**config.mk**
```make
export PLATFORM = sky130hd
export DESIGN_NAME = pwrkey_hold_ctrl
export DESIGN_NICKNAME = d
export VERILOG_FILES = /design/src/rtl/pwrkey_pkg.sv /design/src/rtl/pwrkey_edge_det.sv /design/src/rtl/pwrkey_hold_timer.sv /design/src/rtl/pwrkey_hold_ctrl.sv
export SDC_FILE = /design/constraint.sdc
export NUM_CORES = 1
export LEC_CHECK = 0
export BUFFER_PORTS_ARGS = -buffer_cell sky130_fd_sc_hd__buf_2
export CAP_MARGIN = 20
export CORE_ASPECT_RATIO = 0.9
export CORE_UTILIZATION = 40
export DETAILED_ROUTE_END_ITERATION = 6
export HOLD_SLACK_MARGIN = 0.15
export PLACE_DENSITY = 0.6
export SETUP_SLACK_MARGIN = 0.05
export SYNTH_ARGS = -nofsm -noshare
export SYNTH_HDL_FRONTEND = slang
export SYNTH_SLANG_ARGS = --single-unit
```
**constraint.sdc**
```tcl
create_clock -name clk -period 3.1 [get_ports clk]
set_input_delay 0.31 -clock clk [delete_from_list [all_inputs] [get_ports clk]]
set_output_delay 0.31 -clock clk [all_outputs]
set_load 0.005 [all_outputs]
```
**src/rtl/pwrkey_pkg.sv**
```systemverilog
package pwrkey_pkg;

    // Bit positions in the level vector fed to the edge detector
    localparam int EDGE_KEY  = 0;
    localparam int EDGE_LID  = 1;
    localparam int NUM_EDGE  = 2;

    // Timer slots
    localparam int TMR_BOOT  = 0;
    localparam int TMR_SHUT  = 1;
    localparam int NUM_TIMER = 2;

    typedef struct packed {
        logic lid_boot;
    } top_state_t;

endpackage

```
**src/rtl/pwrkey_edge_det.sv**
```systemverilog
module pwrkey_edge_det #(
    parameter int               WIDTH     = 1,
    parameter logic [WIDTH-1:0] RST_LEVEL = '1
) (
    input  logic             clk,
    input  logic             rst_n,
    input  logic [WIDTH-1:0] lvl,
    output logic [WIDTH-1:0] rise
);

    typedef struct packed {
        logic [WIDTH-1:0] lvl;
    } edge_state_t;

    edge_state_t st_d, st_q;

    always_comb begin
        st_d.lvl = lvl;
        rise     = lvl & ~st_q.lvl;
    end

    // Resetting the history high means a level already high at reset is no edge
    always_ff @(posedge clk or negedge rst_n) begin
        if (!rst_n) begin
            st_q.lvl <= RST_LEVEL;
        end else begin
            st_q <= st_d;
        end
    end

endmodule

```
**src/rtl/pwrkey_hold_timer.sv**
```systemverilog
module pwrkey_hold_timer #(
    parameter int unsigned TICKS = 16
) (
    input  logic clk,
    input  logic rst_n,
    input  logic start,
    input  logic held,
    input  logic force_fire,
    output logic fire
);

    localparam int unsigned CW   = (TICKS > 1) ? $clog2(TICKS) : 1;
    localparam logic [CW-1:0] LOAD = CW'(TICKS - 1);

    typedef struct packed {
        logic          armed;
        logic          fire;
        logic [CW-1:0] cnt;
    } tmr_state_t;

    tmr_state_t st_d, st_q;

    always_comb begin
        st_d      = st_q;
        st_d.fire = 1'b0;
        if (!held) begin
            // release cancels whatever is pending
            st_d.armed = 1'b0;
        end else if (force_fire && (st_q.armed || start)) begin
            st_d.fire  = 1'b1;
            st_d.armed = 1'b0;
        end else if (start) begin
            st_d.armed = 1'b1;
            st_d.cnt   = LOAD;
        end else if (st_q.armed) begin
            if (st_q.cnt == '0) begin
                st_d.fire  = 1'b1;
                st_d.armed = 1'b0;
            end else begin
                st_d.cnt = st_q.cnt - 1'b1;
            end
        end
    end

    always_ff @(posedge clk or negedge rst_n) begin
        if (!rst_n) begin
            st_q <= '0;
        end else begin
            st_q <= st_d;
        end
    end

    assign fire = st_q.fire;

endmodule

```
**src/rtl/pwrkey_hold_ctrl.sv**
```systemverilog
module pwrkey_hold_ctrl
    import pwrkey_pkg::*;
#(
    parameter int unsigned BOOT_TICKS = 320_000,
    parameter int unsigned SHUT_TICKS = 256_000_000
) (
    input  logic clk,
    input  logic rst_n,
    input  logic key_held,
    input  logic sys_off,
    input  logic lid_open,
    input  logic suspend_entry,
    output logic boot_req,
    output logic shutdown_req
);

    logic [NUM_EDGE-1:0]  lvl_vec;
    logic [NUM_EDGE-1:0]  rise_vec;
    logic [NUM_TIMER-1:0] start_vec;
    logic [NUM_TIMER-1:0] force_vec;
    logic [NUM_TIMER-1:0] fire_vec;
    logic                 press;
    logic                 lid_rise;

    top_state_t st_d, st_q;

    always_comb begin
        lvl_vec           = '0;
        lvl_vec[EDGE_KEY] = key_held;
        lvl_vec[EDGE_LID] = lid_open;
    end

    pwrkey_edge_det #(
        .WIDTH     (NUM_EDGE),
        .RST_LEVEL ({NUM_EDGE{1'b1}})
    ) u_edge (
        .clk   (clk),
        .rst_n (rst_n),
        .lvl   (lvl_vec),
        .rise  (rise_vec)
    );

    assign press    = rise_vec[EDGE_KEY];
    assign lid_rise = rise_vec[EDGE_LID];

    always_comb begin
        start_vec           = '0;
        force_vec           = '0;
        start_vec[TMR_BOOT] = press & sys_off;
        start_vec[TMR_SHUT] = press;
        force_vec[TMR_SHUT] = suspend_entry;
    end

    for (genvar g = 0; g < NUM_TIMER; g++) begin : g_tmr
        localparam int unsigned T = (g == TMR_BOOT) ? BOOT_TICKS : SHUT_TICKS;
        pwrkey_hold_timer #(
            .TICKS (T)
        ) u_tmr (
            .clk        (clk),
            .rst_n      (rst_n),
            .start      (start_vec[g]),
            .held       (key_held),
            .force_fire (force_vec[g]),
            .fire       (fire_vec[g])
        );
    end

    always_comb begin
        st_d          = st_q;
        st_d.lid_boot = lid_rise & sys_off;
    end

    always_ff @(posedge clk or negedge rst_n) begin
        if (!rst_n) begin
            st_q <= '0;
        end else begin
            st_q <= st_d;
        end
    end

    assign boot_req     = fire_vec[TMR_BOOT] | st_q.lid_boot;
    assign shutdown_req = fire_vec[TMR_SHUT];

endmodule

```
==> results.json <==
{
  "final.min_clock_period_ns": 2.65,
  "drcViolationCount": 0,
  "dr.first_iter.drc_count": 176,
  "synth_top_cell_area_share": 0.427,
  "final.setup_skew_ns": 0.0122,
  "crit_type": "reg2reg",
  "globalplace.congestion": 0.848,
  "cp_max_fo": 10,
  "fp.dieW_um": 94.0,
  "dp_slack_ns": 0.504,
  "layoutNonFillerInstCount": 439,
  "cts_resized": 0,
  "maxSlewHeadroom": 0.397,
  "critPathCaptureType": "flop",
  "root_buffer": "clkbuf_8",
  "timing.final.crit_share": 0.853,
  "place_hpwl_um": 5100,
  "grt_use_total": 0.201,
  "cp.required_ns": 3.30,
  "diodes": 0,
  "clkSinkCount": 54,
  "ios": 8,
  "fin_tns_setup_ns": 0,
  "synth.top_cells.by_area": "dfrtp_1 (43%), nand2_1 (3.9%), o21ai_0 (3.8%)",
  "synth-seq-area-share": 0.444,
  "async_flop_share": 1.00,
  "grt_overflow": 0,
  "leakagePower_uw": 0.00128,
  "clock_latency_ns": 0.31,
  "cap_violations": 0,
  "yosysMostFrequentCell": "dfrtp_1",
  "via_per_inst": 6.07,
  "clock_path_buffers": 2,
  "peakVddDrop_uv": 220,
  "p_per_area_nw_per_um2": 471,
  "synthFlopType": "dfrtp_1",
  "fillCellCount": 692,
  "synth_nets": 339,
  "synthesis.area_um2": 3050,
  "drive_above_1_share": 0.147,
  "postCtsSetupRepairBufs": 0,
  "antenna_found_initial": 0,
  "core_um2": 7220,
  "syn_area_per_cell_um2": 9.24,
  "cp-start-kind": "flop",
  "start_util": 0.422,
  "r2r_slack_ns": 0.45,
  "max_freq_mhz": 378,
  "areaGrowthSynthToFinish_pct": 10.2,
  "yosys_warnings": 0,
  "cts_buffers": 5,
  "syn_inst": 330,
  "detail-route-antenna-nets": 0,
  "rsz0062_at_grt": "false",
  "rows": 29,
  "fp.dieH_um": 84.8,
  "grt_pass1_wl_um": 12700,
  "min_path_type": "in2reg",
  "power.total_uw": 1580,
  "synth_seq_cells": 54,
  "grt_max_degree": 33,
  "dr.pass1.iters": 4,
  "wl_um": 7330,
  "synth_edf_count": 0,
  "synthTopCellsByCount": "dfrtp_1 (52), nand2_1 (32), o21ai_0 (23), a21oi_1 (17), nand3_1 (16)",
  "synth_largest_area_cell": "dfrtp_1",
  "io_buffers": 7,
  "outcome": "finished, final reports clean",
  "cp_data_arrival_time_ns": 2.85,
  "htreeDepth": 2,
  "via_count": 2666,
  "routedWlPerCell_um": 16.7,
  "layout.nets": 354,
  "hold_viol": 0,
  "setup_violations": 0,
  "dieArea_um2": 7970,
  "place.detailed.instances": 429,
  "clk_pin_slew_ns": 0.10,
  "cts_tree": "built",
  "grt_pass1_vias": 2533,
  "slew_viol_final": 0,
  "worst_slew_pin_slew_ns": 0.901,
  "dpl_cell_area_um2": 3240,
  "synth_cell_types": 54,
  "setup_ws_ns": 0.455,
  "fin_area_um2": 3360
}
where the power goes:
| group | internal [uW] | switching, uW | total, uW |
|---|---|---|---|
| sequential | 777 | 92.6 | 869 |
| combinational | 128 | 164 | 292 |
| clock | 167 | 255 | 422 |
| total | 1070 | 512 | 1580 |
layer usage:
layer / vias up / GRT usage / routed length, um
li1: 1299 / - / -
met1: 1285 / 0.301 / 3710
met2: 77 / 0.295 / 3120
met3: 5 / 0.0367 / 437
met4: 0 / 0.0573 / 63
met5: - / 0 / 0
layout make-up:
class | count | area (um2) | area share
multi-input combinational | 251 | 1590 | 0.474
sequential | 54 | 1350 | 0.403
timing repair buffer | 23 | 160 | 0.0477
tap | 93 | 116 | 0.0346
clock buffer | 5 | 68.8 | 0.0205
inverter | 10 | 42.5 | 0.0127
clock inverter | 3 | 26.3 | 0.00782
sequential cells by signal, indices dropped and copies added (netlist names):
register / count
g_tmr.u_tmr.st_q: 49
g_tmr.u_tmr.fire: 2
st_q: 1
u_edge.st_q: 2
cells in the final DEF, fill, tap and decap left out, drive strengths merged, types with 3 or more instances in the layout:
cell type and count:
dfrtp 52, nand2 33, o21ai 23, buf 21, a21oi 17, nand3 16, or4 16, nor2 14
o31ai 13, nor3 13, nor4 12, inv 12, or3 11, or2 6, nand4 6, o211ai 6
a221o 5, clkbuf 5, nor3b 4, o311ai 4, o31a 4, a31oi 4, xnor2 4, nor2b 3
nand2b 3, a21o 3, o41ai 3, ha 3
per-stage QoR:
| stage | hold slack (ns) | util |
|---|---|---|
| 2_1_floorplan | 0.0144 | - |
| 3_3_place_gp | 0.426 | 0.449 |
| 3_5_place_dp | 0.426 | 0.449 |
| 4_1_cts | 0.160 | 0.465 |
| 5_1_grt | 0.161 | 0.465 |
| 6_report | 0.176 | 0.465 |
worst paths after layout:
check | start | end | depth (start not counted)
worst max-delay path | g_tmr[1].u_tmr.st_q[13]$_DFFE_PN0P_ | g_tmr[1].u_tmr.st_q[6]$_DFFE_PN0P_ | 6
worst min-delay path | key_held | u_edge.st_q[0]$_DFF_PN1_ | 1
worst max register to register | g_tmr[1].u_tmr.st_q[13]$_DFFE_PN0P_ | g_tmr[1].u_tmr.st_q[6]$_DFFE_PN0P_ | 6
worst min register to register | g_tmr[1].u_tmr.st_q[26]$_DFFE_PN0P_ | g_tmr[1].u_tmr.st_q[26]$_DFFE_PN0P_ | 1
max in group asynchronous | rst_n | u_edge.st_q[1]$_DFF_PN1_ | 3
min in group asynchronous | rst_n | g_tmr[0].u_tmr.st_q[18]$_DFFE_PN0P_ | 2
cells by family (layout without fill, tap and decap cells):
logic type | after synthesis | in the layout | synth area share
simple gates | 147 | 147 | 0.275
compound gates | 95 | 95 | 0.216
flops | 54 | 54 | 0.444
buf+inv | 25 | 41 | 0.0361
xor+xnor | 6 | 6 | 0.0172
fa+ha+maj | 3 | 3 | 0.0123
what timing repair did:
item	in CTS	in global routing
hold endpoints to repair	31	0
setup endpoints to repair	0	0
hold buffers	2	0
critical path, stage by stage, from the launching register on:
cell and delay (ns):
dfrtp_1 0.42, or3_4 0.40, or4_1 0.58, or4_4 0.65, nand2_8 0.13, inv_6 0.06
a221o_1 0.29
Note: power is estimated with default switching activity, not from simulation.
